## src/rtl/bcd_sm_pkg.sv

```systemverilog
package bcd_sm_pkg;

    typedef logic [3:0] bcd_digit_t;

    typedef struct packed {
        logic eac;
        logic neg;
        logic ovf;
    } sm_flags_t;

    function automatic bcd_digit_t nines_of(input bcd_digit_t d);
        return 4'd9 - d;
    endfunction

    function automatic logic maj3(input logic x, input logic y, input logic z);
        return (x & y) | (x & z) | (y & z);
    endfunction

endpackage

```

## src/rtl/bcd_digit_add.sv

```systemverilog
module bcd_digit_add
    import bcd_sm_pkg::*;
(
    input  bcd_digit_t a,
    input  bcd_digit_t b,
    input  logic       ci,
    output bcd_digit_t s,
    output logic       co
);
    logic [4:0] raw;
    logic [4:0] fixed;

    always_comb begin
        raw   = {1'b0, a} + {1'b0, b} + {4'b0, ci};
        fixed = raw + 5'd6;
        if (raw > 5'd9) begin
            s  = fixed[3:0];
            co = 1'b1;
        end else begin
            s  = raw[3:0];
            co = 1'b0;
        end
    end
endmodule

```

## src/rtl/bcd_ripple.sv

```systemverilog
module bcd_ripple
    import bcd_sm_pkg::*;
#(
    parameter int NDIG = 4
) (
    input  logic [4*NDIG-1:0] a,
    input  logic [4*NDIG-1:0] b,
    input  logic              ci,
    output logic [4*NDIG-1:0] sum,
    output logic              co
);
    logic [NDIG:0] carry;

    assign carry[0] = ci;

    for (genvar k = 0; k < NDIG; k++) begin : g_dig
        bcd_digit_add u_add (
            .a  (a[4*k +: 4]),
            .b  (b[4*k +: 4]),
            .ci (carry[k]),
            .s  (sum[4*k +: 4]),
            .co (carry[k+1])
        );
    end

    assign co = carry[NDIG];
endmodule

```

## src/rtl/bcd_comp9.sv

```systemverilog
module bcd_comp9
    import bcd_sm_pkg::*;
#(
    parameter int NDIG = 4
) (
    input  logic              en,
    input  logic [4*NDIG-1:0] din,
    output logic [4*NDIG-1:0] dout
);
    for (genvar k = 0; k < NDIG; k++) begin : g_dig
        assign dout[4*k +: 4] = en ? nines_of(din[4*k +: 4]) : din[4*k +: 4];
    end
endmodule

```

## src/rtl/sm_flag_logic.sv

```systemverilog
module sm_flag_logic
    import bcd_sm_pkg::*;
(
    input  logic      as_i,
    input  logic      bs_eff,
    input  logic      cout,
    output sm_flags_t flags
);
    always_comb begin
        flags.eac = maj3(as_i, bs_eff, cout);
        // Mixed signs: negative when there is no carry; same signs: follow A.
        flags.neg = (as_i ^ bs_eff) ? ~cout : as_i;
        flags.ovf = flags.eac ^ cout;
    end

    always_comb begin
        // operands of opposite effective sign never overflow
        a_r3_mixed_no_ovf: assert (!(as_i ^ bs_eff) || !flags.ovf)
            else $error("mixed-sign overflow");
    end
endmodule

```

## src/rtl/bcd_signmag_addsub.sv

```systemverilog
module bcd_signmag_addsub
    import bcd_sm_pkg::*;
#(
    parameter int NDIG = 4
) (
    input  logic              a_sign,
    input  logic [4*NDIG-1:0] a_mag,
    input  logic              b_sign,
    input  logic [4*NDIG-1:0] b_mag,
    input  logic              sub,
    output logic              r_sign,
    output logic [4*NDIG-1:0] r_mag,
    output logic              ovf
);
    localparam int W = 4 * NDIG;

    logic          bs_eff;
    logic [W-1:0]  a_op, b_op;
    logic [W-1:0]  sum0, sum1, sel_sum, out_mag;
    logic          co0, co1, cout_eff;
    sm_flags_t     flags;

    assign bs_eff = sub ^ b_sign;

    bcd_comp9 #(.NDIG(NDIG)) u_comp_a (.en(a_sign), .din(a_mag), .dout(a_op));
    bcd_comp9 #(.NDIG(NDIG)) u_comp_b (.en(bs_eff), .din(b_mag), .dout(b_op));

    bcd_ripple #(.NDIG(NDIG)) u_rip0 (.a(a_op), .b(b_op), .ci(1'b0), .sum(sum0), .co(co0));
    bcd_ripple #(.NDIG(NDIG)) u_rip1 (.a(a_op), .b(b_op), .ci(1'b1), .sum(sum1), .co(co1));

    // Both negative: the end-around carry is certain, so carry-in 1 applies.
    assign cout_eff = (a_sign & bs_eff) ? co1 : co0;

    sm_flag_logic u_flags (.as_i(a_sign), .bs_eff(bs_eff), .cout(cout_eff), .flags(flags));

    assign sel_sum = flags.eac ? sum1 : sum0;

    bcd_comp9 #(.NDIG(NDIG)) u_comp_r (.en(flags.neg), .din(sel_sum), .dout(out_mag));

    assign r_mag  = out_mag;
    assign r_sign = flags.neg & (out_mag != '0);
    assign ovf    = flags.ovf;

    function automatic logic mag_legal(input logic [W-1:0] m);
        logic ok;
        ok = 1'b1;
        for (int k = 0; k < NDIG; k++) begin
            if (m[4*k +: 4] > 4'd9) ok = 1'b0;
        end
        return ok;
    endfunction

    always_comb begin
        // zero is never reported as negative
        a_r6_pos_zero: assert (!(r_mag == '0 && !ovf) || !r_sign)
            else $error("negative zero");
        // both effective signs positive gives a positive result
        a_r2_pos_pos: assert ((a_sign | bs_eff) || ovf || !r_sign)
            else $error("positive operands gave negative sign");
        // both effective signs negative gives a negative result (non-zero)
        a_r4_neg_neg: assert (!(a_sign & bs_eff) || ovf || r_mag == '0 || r_sign)
            else $error("negative operands gave positive sign");
        // legal digits in, legal digits out
        a_r7_legal_digits: assert (!(mag_legal(a_mag) && mag_legal(b_mag)) || ovf || mag_legal(r_mag))
            else $error("illegal output digit");
    end
endmodule

```

## config.mk

```make
export PLATFORM = sky130hd
export DESIGN_NAME = bcd_signmag_addsub
export DESIGN_NICKNAME = d
export VERILOG_FILES = /design/src/rtl/bcd_sm_pkg.sv /design/src/rtl/bcd_digit_add.sv /design/src/rtl/bcd_ripple.sv /design/src/rtl/bcd_comp9.sv /design/src/rtl/sm_flag_logic.sv /design/src/rtl/bcd_signmag_addsub.sv
export SDC_FILE = /design/constraint.sdc
export NUM_CORES = 1
export LEC_CHECK = 0
export BUFFER_PORTS_ARGS = -buffer_cell sky130_fd_sc_hd__buf_2
export CORE_MARGIN = 2
export CORE_UTILIZATION = 45
export DETAILED_ROUTE_END_ITERATION = 16
export GPL_TIMING_DRIVEN = 0
export PLACE_DENSITY = 0.66
export SYNTH_ARGS = -nofsm -noshare
export SYNTH_HDL_FRONTEND = slang
export SYNTH_SLANG_ARGS = --single-unit
```

## constraint.sdc

```tcl
create_clock -name vclk -period 15.1
set_input_delay 0.755 -clock vclk [all_inputs]
set_output_delay 0.755 -clock vclk [all_outputs]
set_load 0.02 [all_outputs]
```

; ---- After elaboration in Yosys (flattened, before gate mapping)
; Cells that the tools add are included.
[classes]
n_shift = 0
n_eq_ne = 0
bitwise = 10
muxes = 31
n_lt_le_gt_ge = 8
add_sub_neg = 31
n_mul = 0
reduce_logical = 1
div = 0
[op_table]
columns = operator, count
row1 = $mux 4, 20
row2 = $sub 4x4->4 const A, 12
row3 = $gt 5x4->1 const B, 8
row4 = $add 4x3->4 const B, 8
row5 = $add 5x1->5, 6
row6 = $add 4x4->5, 4
row7 = $mux 16, 1
row8 = $reduce_bool 16->1, 1
row9 = $mux 1, 10
row10 = $add 5x1->5 const B, 1
row11 = $and 1x1->1, 4
row12 = $xor 1x1->1, 3
row13 = $or 1x1->1, 2
row14 = $not 1->1, 1
[totals]
register_bits = 0
latch_bits = 0
ram_bits = 0
elab_cells = 81
memories = 0
output_inout_bits = 18
romBits = 0

; ---- Logic depth before layout (Yosys ltp)
[logic_depth]
depth_word = 24
depth_mapped = 44

; ---- By module
; From an unflattened synthesis, not the netlist that was laid out.
[hier_totals]
cells_unflattened = 327
hier_area_um2 = 2844.0
[by_module_without_submodules]
columns = mod, area_each_um2, seq_area_each_um2, cells_each, instances
row1 = bcd_digit_add, 211.5, 0.0, 22, 8
row2 = bcd_comp9, 276.5, 0.0, 38, 3
row3 = bcd_signmag_addsub, 269.0, 0.0, 29, 1
row4 = sm_flag_logic, 53.8, 0.0, 8, 1

; ---- Worst setup path before layout
; No wires, ideal clock.
[synth_timing]
path_type = in2out
start = in b_sign
end = out r_sign
path_buffers = 1
stages = 40
slack_ns = 4.797
t_arrival_ns = 9.548
cell_sequence = xnor2_1 xnor2_1 ha_1 fa_1 inv_1 ha_1 o21a_1 o31ai_2 ha_1 ha_1 xnor3_1 ha_1 nand2_1 a32o_1 o221ai_1 a21oi_1 inv_1 ha_1 (+4 left out) a22oi_1 inv_1 ha_1 ha_1 xnor3_1 ha_1 a21boi_0 a2111oi_0 a21boi_2 o41ai_4 buf_6 a2111oi_2 a22oi_2 ha_1 a21boi_1 xnor2_1 a21oi_2 a41oi_2
[synth_between]
elab_chain_cells = 24
elab_cells_between_ends = 68
classes_between = add/sub: 23 / order compare: 8 / mux: 27 / bitwise: 9 / reduce/logical: 1
[synth_lines]
columns = item, line
row1 = "start, declared", bcd_signmag_addsub.sv:8  ; input logic b_sign,
row2 = $xor 1x1->1 (*), bcd_signmag_addsub.sv:23  ; assign bs_eff = sub ^ b_sign;
row3 = $mux 4, bcd_comp9.sv:11  ; assign dout[4*k +: 4] = en ? nines_of(din[4*k +: 4]) : din[4*k +: 4];
row4 = $add 4x4->5, bcd_digit_add.sv:14  ; raw = {1'b0, a} + {1'b0, b} + {4'b0, ci};
row5 = $add 5x1->5, bcd_digit_add.sv:14
row6 = $gt 5x4->1, bcd_digit_add.sv:16  ; if (raw > 5'd9) begin
row7 = $mux 1, bcd_digit_add.sv:16
row8 = $add 5x1->5, bcd_digit_add.sv:14
row9 = $gt 5x4->1, bcd_digit_add.sv:16
row10 = (+8 left out), n/a
row11 = $and 1x1->1, bcd_sm_pkg.sv:16  ; return (x & y) | (x & z) | (y & z);
row12 = $or 1x1->1 (2 in a row), bcd_sm_pkg.sv:16
row13 = $mux 16, bcd_signmag_addsub.sv:36  ; assign sel_sum = flags.eac ? sum1 : sum0;
row14 = $sub 4x4->4, bcd_sm_pkg.sv:12  ; return 4'd9 - d;
row15 = $mux 4 (*), bcd_comp9.sv:11
row16 = via r_mag[7], bcd_signmag_addsub.sv:12  ; output logic [4*NDIG-1:0] r_mag,
row17 = $reduce_bool 16->1 (*), bcd_signmag_addsub.sv:41  ; assign r_sign = flags.neg & (out_mag != '0);
row18 = $and 1x1->1 (*), bcd_signmag_addsub.sv:41
row19 = "end, declared", bcd_signmag_addsub.sv:11  ; output logic r_sign,
; The timed path passes the listed nets; every way through them passes the cells marked *.

; ---- Worst setup path in the final report
[layout_timing]
start = in b_sign
end = out r_sign
[layout_between]
elab_chain_cells = 24
elab_cells_between_ends = 68
classes_between = add/sub: 23 / order compare: 8 / mux: 27 / bitwise: 9 / reduce/logical: 1
[layout_lines]
columns = item, line
row1 = $xor 1x1->1 (*), bcd_signmag_addsub.sv:23
row2 = $mux 4, bcd_comp9.sv:11
row3 = $add 4x4->5, bcd_digit_add.sv:14
row4 = $add 5x1->5, bcd_digit_add.sv:14
row5 = $gt 5x4->1, bcd_digit_add.sv:16
row6 = $mux 1, bcd_digit_add.sv:16
row7 = $add 5x1->5, bcd_digit_add.sv:14
row8 = $gt 5x4->1, bcd_digit_add.sv:16
row9 = (+7 left out), n/a
row10 = $mux 1, bcd_signmag_addsub.sv:32  ; assign cout_eff = (a_sign & bs_eff) ? co1 : co0;
row11 = $and 1x1->1, bcd_sm_pkg.sv:16
row12 = $or 1x1->1 (2 in a row), bcd_sm_pkg.sv:16
row13 = $mux 16, bcd_signmag_addsub.sv:36
row14 = $sub 4x4->4, bcd_sm_pkg.sv:12
row15 = $mux 4, bcd_comp9.sv:11
row16 = $reduce_bool 16->1, bcd_signmag_addsub.sv:41
row17 = $and 1x1->1 (*), bcd_signmag_addsub.sv:41
; Mark *: on every way between the ends. The rest lies on a longest branch, timed or not.

==> results.md <==
* Placement Rows at 32
* First drt pass iteration count at 4
* Class of the tightest hold or removal check: primary input to output pin
* Top-level port count at 53
* Worst VDD drop at roughly 0.0002 V
* Total via count in the routed design at approximately 3,700
* Number of nets produced by synthesis at about 570
* Yosys warns at 0
* Crit path required time at between 10 and 15 ns
* Crit path arrival time at between 10 and 15 ns
* Starting utilization of the core area at between 40% and 50%
* Critical Path Sink Type: output pin
* Critical path's most frequent cell: sky130_fd_sc_hd__ha_1
* Via density per instance at around 6
* Post-Synthesis Cells at 476
* Global router's overall resource usage at 21.68%
* Hpwl dp at around 8 mm
* Fin. Hold Viols at 0
* Die extent in y at 92.60 um
* # placed instances at between 600 and 700
* Post-CTS setup buffers at 0
* Number of distinct library cells after synthesis at 81
* Total Negative Setup Slacks at 0 ns
* Filler Cells Inserted at around 760
* RSZ-0062 raised after global routing: no
* Number of maximum-capacitance constraint violations at 0
* Area growth from synthesis to final layout at 11.12%
* Die footprint at 0.008574 mm2
* Multi-input gate area at approximately 0.0033 mm2
* Antenna Cells at 0
* Slew of the pin with the lowest slew margin at a little under 1 ns
* Post-CTS resize count at 0
* Top achievable clock speed at between 80 and 90 MHz
* Final setup violation count at 0
* Master of the slowest instance on the critical path: sky130_fd_sc_hd__xnor2_1
* Most common cell after layout, fill and taps aside: sky130_fd_sc_hd__buf_2
* Minimum clock period after layout at between 10 and 15 ns
* Leakage Power at around 1.8 nW
* Sequential cell count at 0
* Post-synthesis instance area at around 0.0035 mm2
* Number of buffers inserted for hold repair after clock tree synthesis at 0
* Number of clock buffers in the layout at 0
* Final non-filler cell total at about 630
* Number of global-route vias before repair at roughly 3,400
* Largest net degree at the start of global routing at 11
* Remaining number of nets flagged by the antenna check after routing at 0
* Largest stage delay, worst path at between 0.7 and 0.8 ns
* Detailed Route WL at approximately 9.4 mm
* Mean area per synthesized cell at about 7.4 um2
* Register cell area after layout at 0 um2
* Part of the Yosys area used for sequential elements at 0%
* Placeable Area at approximately 0.0076 mm2
* Type of the worst setup path: primary input to output pin
* Crit. Startpoint: b_sign
* Global-route wire length before repair at between 15 and 20 mm
* Final weighted congestion in routability-driven placement at 0.9368
* Count of port buffers added during placement at between 50 and 60
* Max-slew headroom at the worst pin at around a third
* Outcome: complete, no violations
* Crit path max fanout at 10
* Commonest cells after routing, fill and taps aside: sky130_fd_sc_hd__buf_2 (59), sky130_fd_sc_hd__nand2_1 (55), sky130_fd_sc_hd__ha_1 (54), sky130_fd_sc_hd__inv_1 (39), sky130_fd_sc_hd__xnor2_1 (34)
* Number of violations reported at the end of detailed-routing iteration 0 at about 170
* Final count of pins violating max slew at 0
* Net count reported at finish at ~620
* Final clock period utilization by the worst path at 80.67%
* Global route total overflow at 0
* X dimension of the die at around 93 um
* Power density cells at between 200 and 250 mW/mm2
* Final routed wire length divided by cell count at between 10 and 15 um
* Antenna violations before repair at 0
* Worst setup path end: r_sign
* Kind of launch point of the worst setup path: primary input
* Proportion of layout cells with a drive suffix above 1 at 17.58%
* Post-route DRC violation count at 0
## cell type report
cell class         count  area share [%]
multi-input cells    418           83.77
repair buffers        53           6.758
inverters             39           3.730
well taps            102           3.252
plain buffers         19           2.486
## worst min-delay path by stage
stage	start	to	slack, ns	cells past startpoint
2_1_floorplan	a_sign	ovf	1.87	2
3_3_place_gp	a_sign	ovf	2.04	4
3_5_place_dp	a_sign	ovf	2.04	4
4_1_cts	a_sign	ovf	2.04	4
5_1_grt	a_sign	ovf	2.06	4
6_report	a_sign	ovf	2.02	4
## layer usage
layer / wire [um] / track usage [%] / up-vias
met1: 4330 / 30.16 / 1726
li1: - / - / 1882
met5: 0 / 0 / -
met3: 459 / 0.6509 / 8
met4: 61 / 2.239 / 0
met2: 4596 / 38.50 / 115
## through the flow
stage          util (%)  cell area (um2)  total power [mW]  hold WS, ns  worst slack, ns
2_1_floorplan         -             3532            0.6721        1.873            4.797
3_3_place_gp      51.33             3925            0.8652        2.044            3.005
3_5_place_dp      51.33             3925            0.8746        2.037            3.012
4_1_cts           51.33             3925            0.8794        2.037            2.945
5_1_grt           51.33             3925            0.9742        2.061            2.007
6_report          51.33             3925            0.8843        2.025            2.919
## cells in the mapped netlist, types with 10 or more instances
| library cell | number | area share, % |
|---|---|---|
| sky130_fd_sc_hd__and2_1 | 11 | 1.9 |
| sky130_fd_sc_hd__a21oi_1 | 22 | 3.1 |
| sky130_fd_sc_hd__clkbuf_1 | 10 | 1.1 |
| sky130_fd_sc_hd__xnor2_1 | 34 | 8.4 |
| sky130_fd_sc_hd__o21ai_0 | 26 | 3.7 |
| sky130_fd_sc_hd__nand3_1 | 13 | 1.8 |
| sky130_fd_sc_hd__inv_1 | 39 | 4.1 |
| sky130_fd_sc_hd__nand2_1 | 55 | 5.8 |
| sky130_fd_sc_hd__a21o_1 | 11 | 2.3 |
| sky130_fd_sc_hd__nor3_1 | 16 | 2.3 |
| sky130_fd_sc_hd__ha_1 | 54 | 19 |
| sky130_fd_sc_hd__nor2_1 | 17 | 1.8 |
## logic make-up (layout without fill, tap and decap cells)
family | count (synthesis) | after routing | synth area share (%)
simple gates | 154 | 154 | 21.82
fa+ha+maj | 58 | 58 | 21.40
compound gates | 144 | 144 | 31.35
xor+xnor | 49 | 49 | 14.31
mux | 13 | 13 | 4.215
buf+inv | 58 | 111 | 6.907
## critical path: cells and delay by family
kind	cells	cell delay, ns
XOR/XNOR	5	1.80
AO/OA/AOI/OAI	16	3.88
buffers and inverters	9	1.74
AND/OR/NAND/NOR	3	0.52
adder cells (fa/ha/maj)	11	2.68
## power breakdown
part / total [mW] / switching, mW / internal, mW
combinational: 0.884 / 0.531 / 0.354
sequential: 0 / 0 / 0
clock: 0 / 0 / 0
Note: power is estimated with default switching activity, not from simulation.
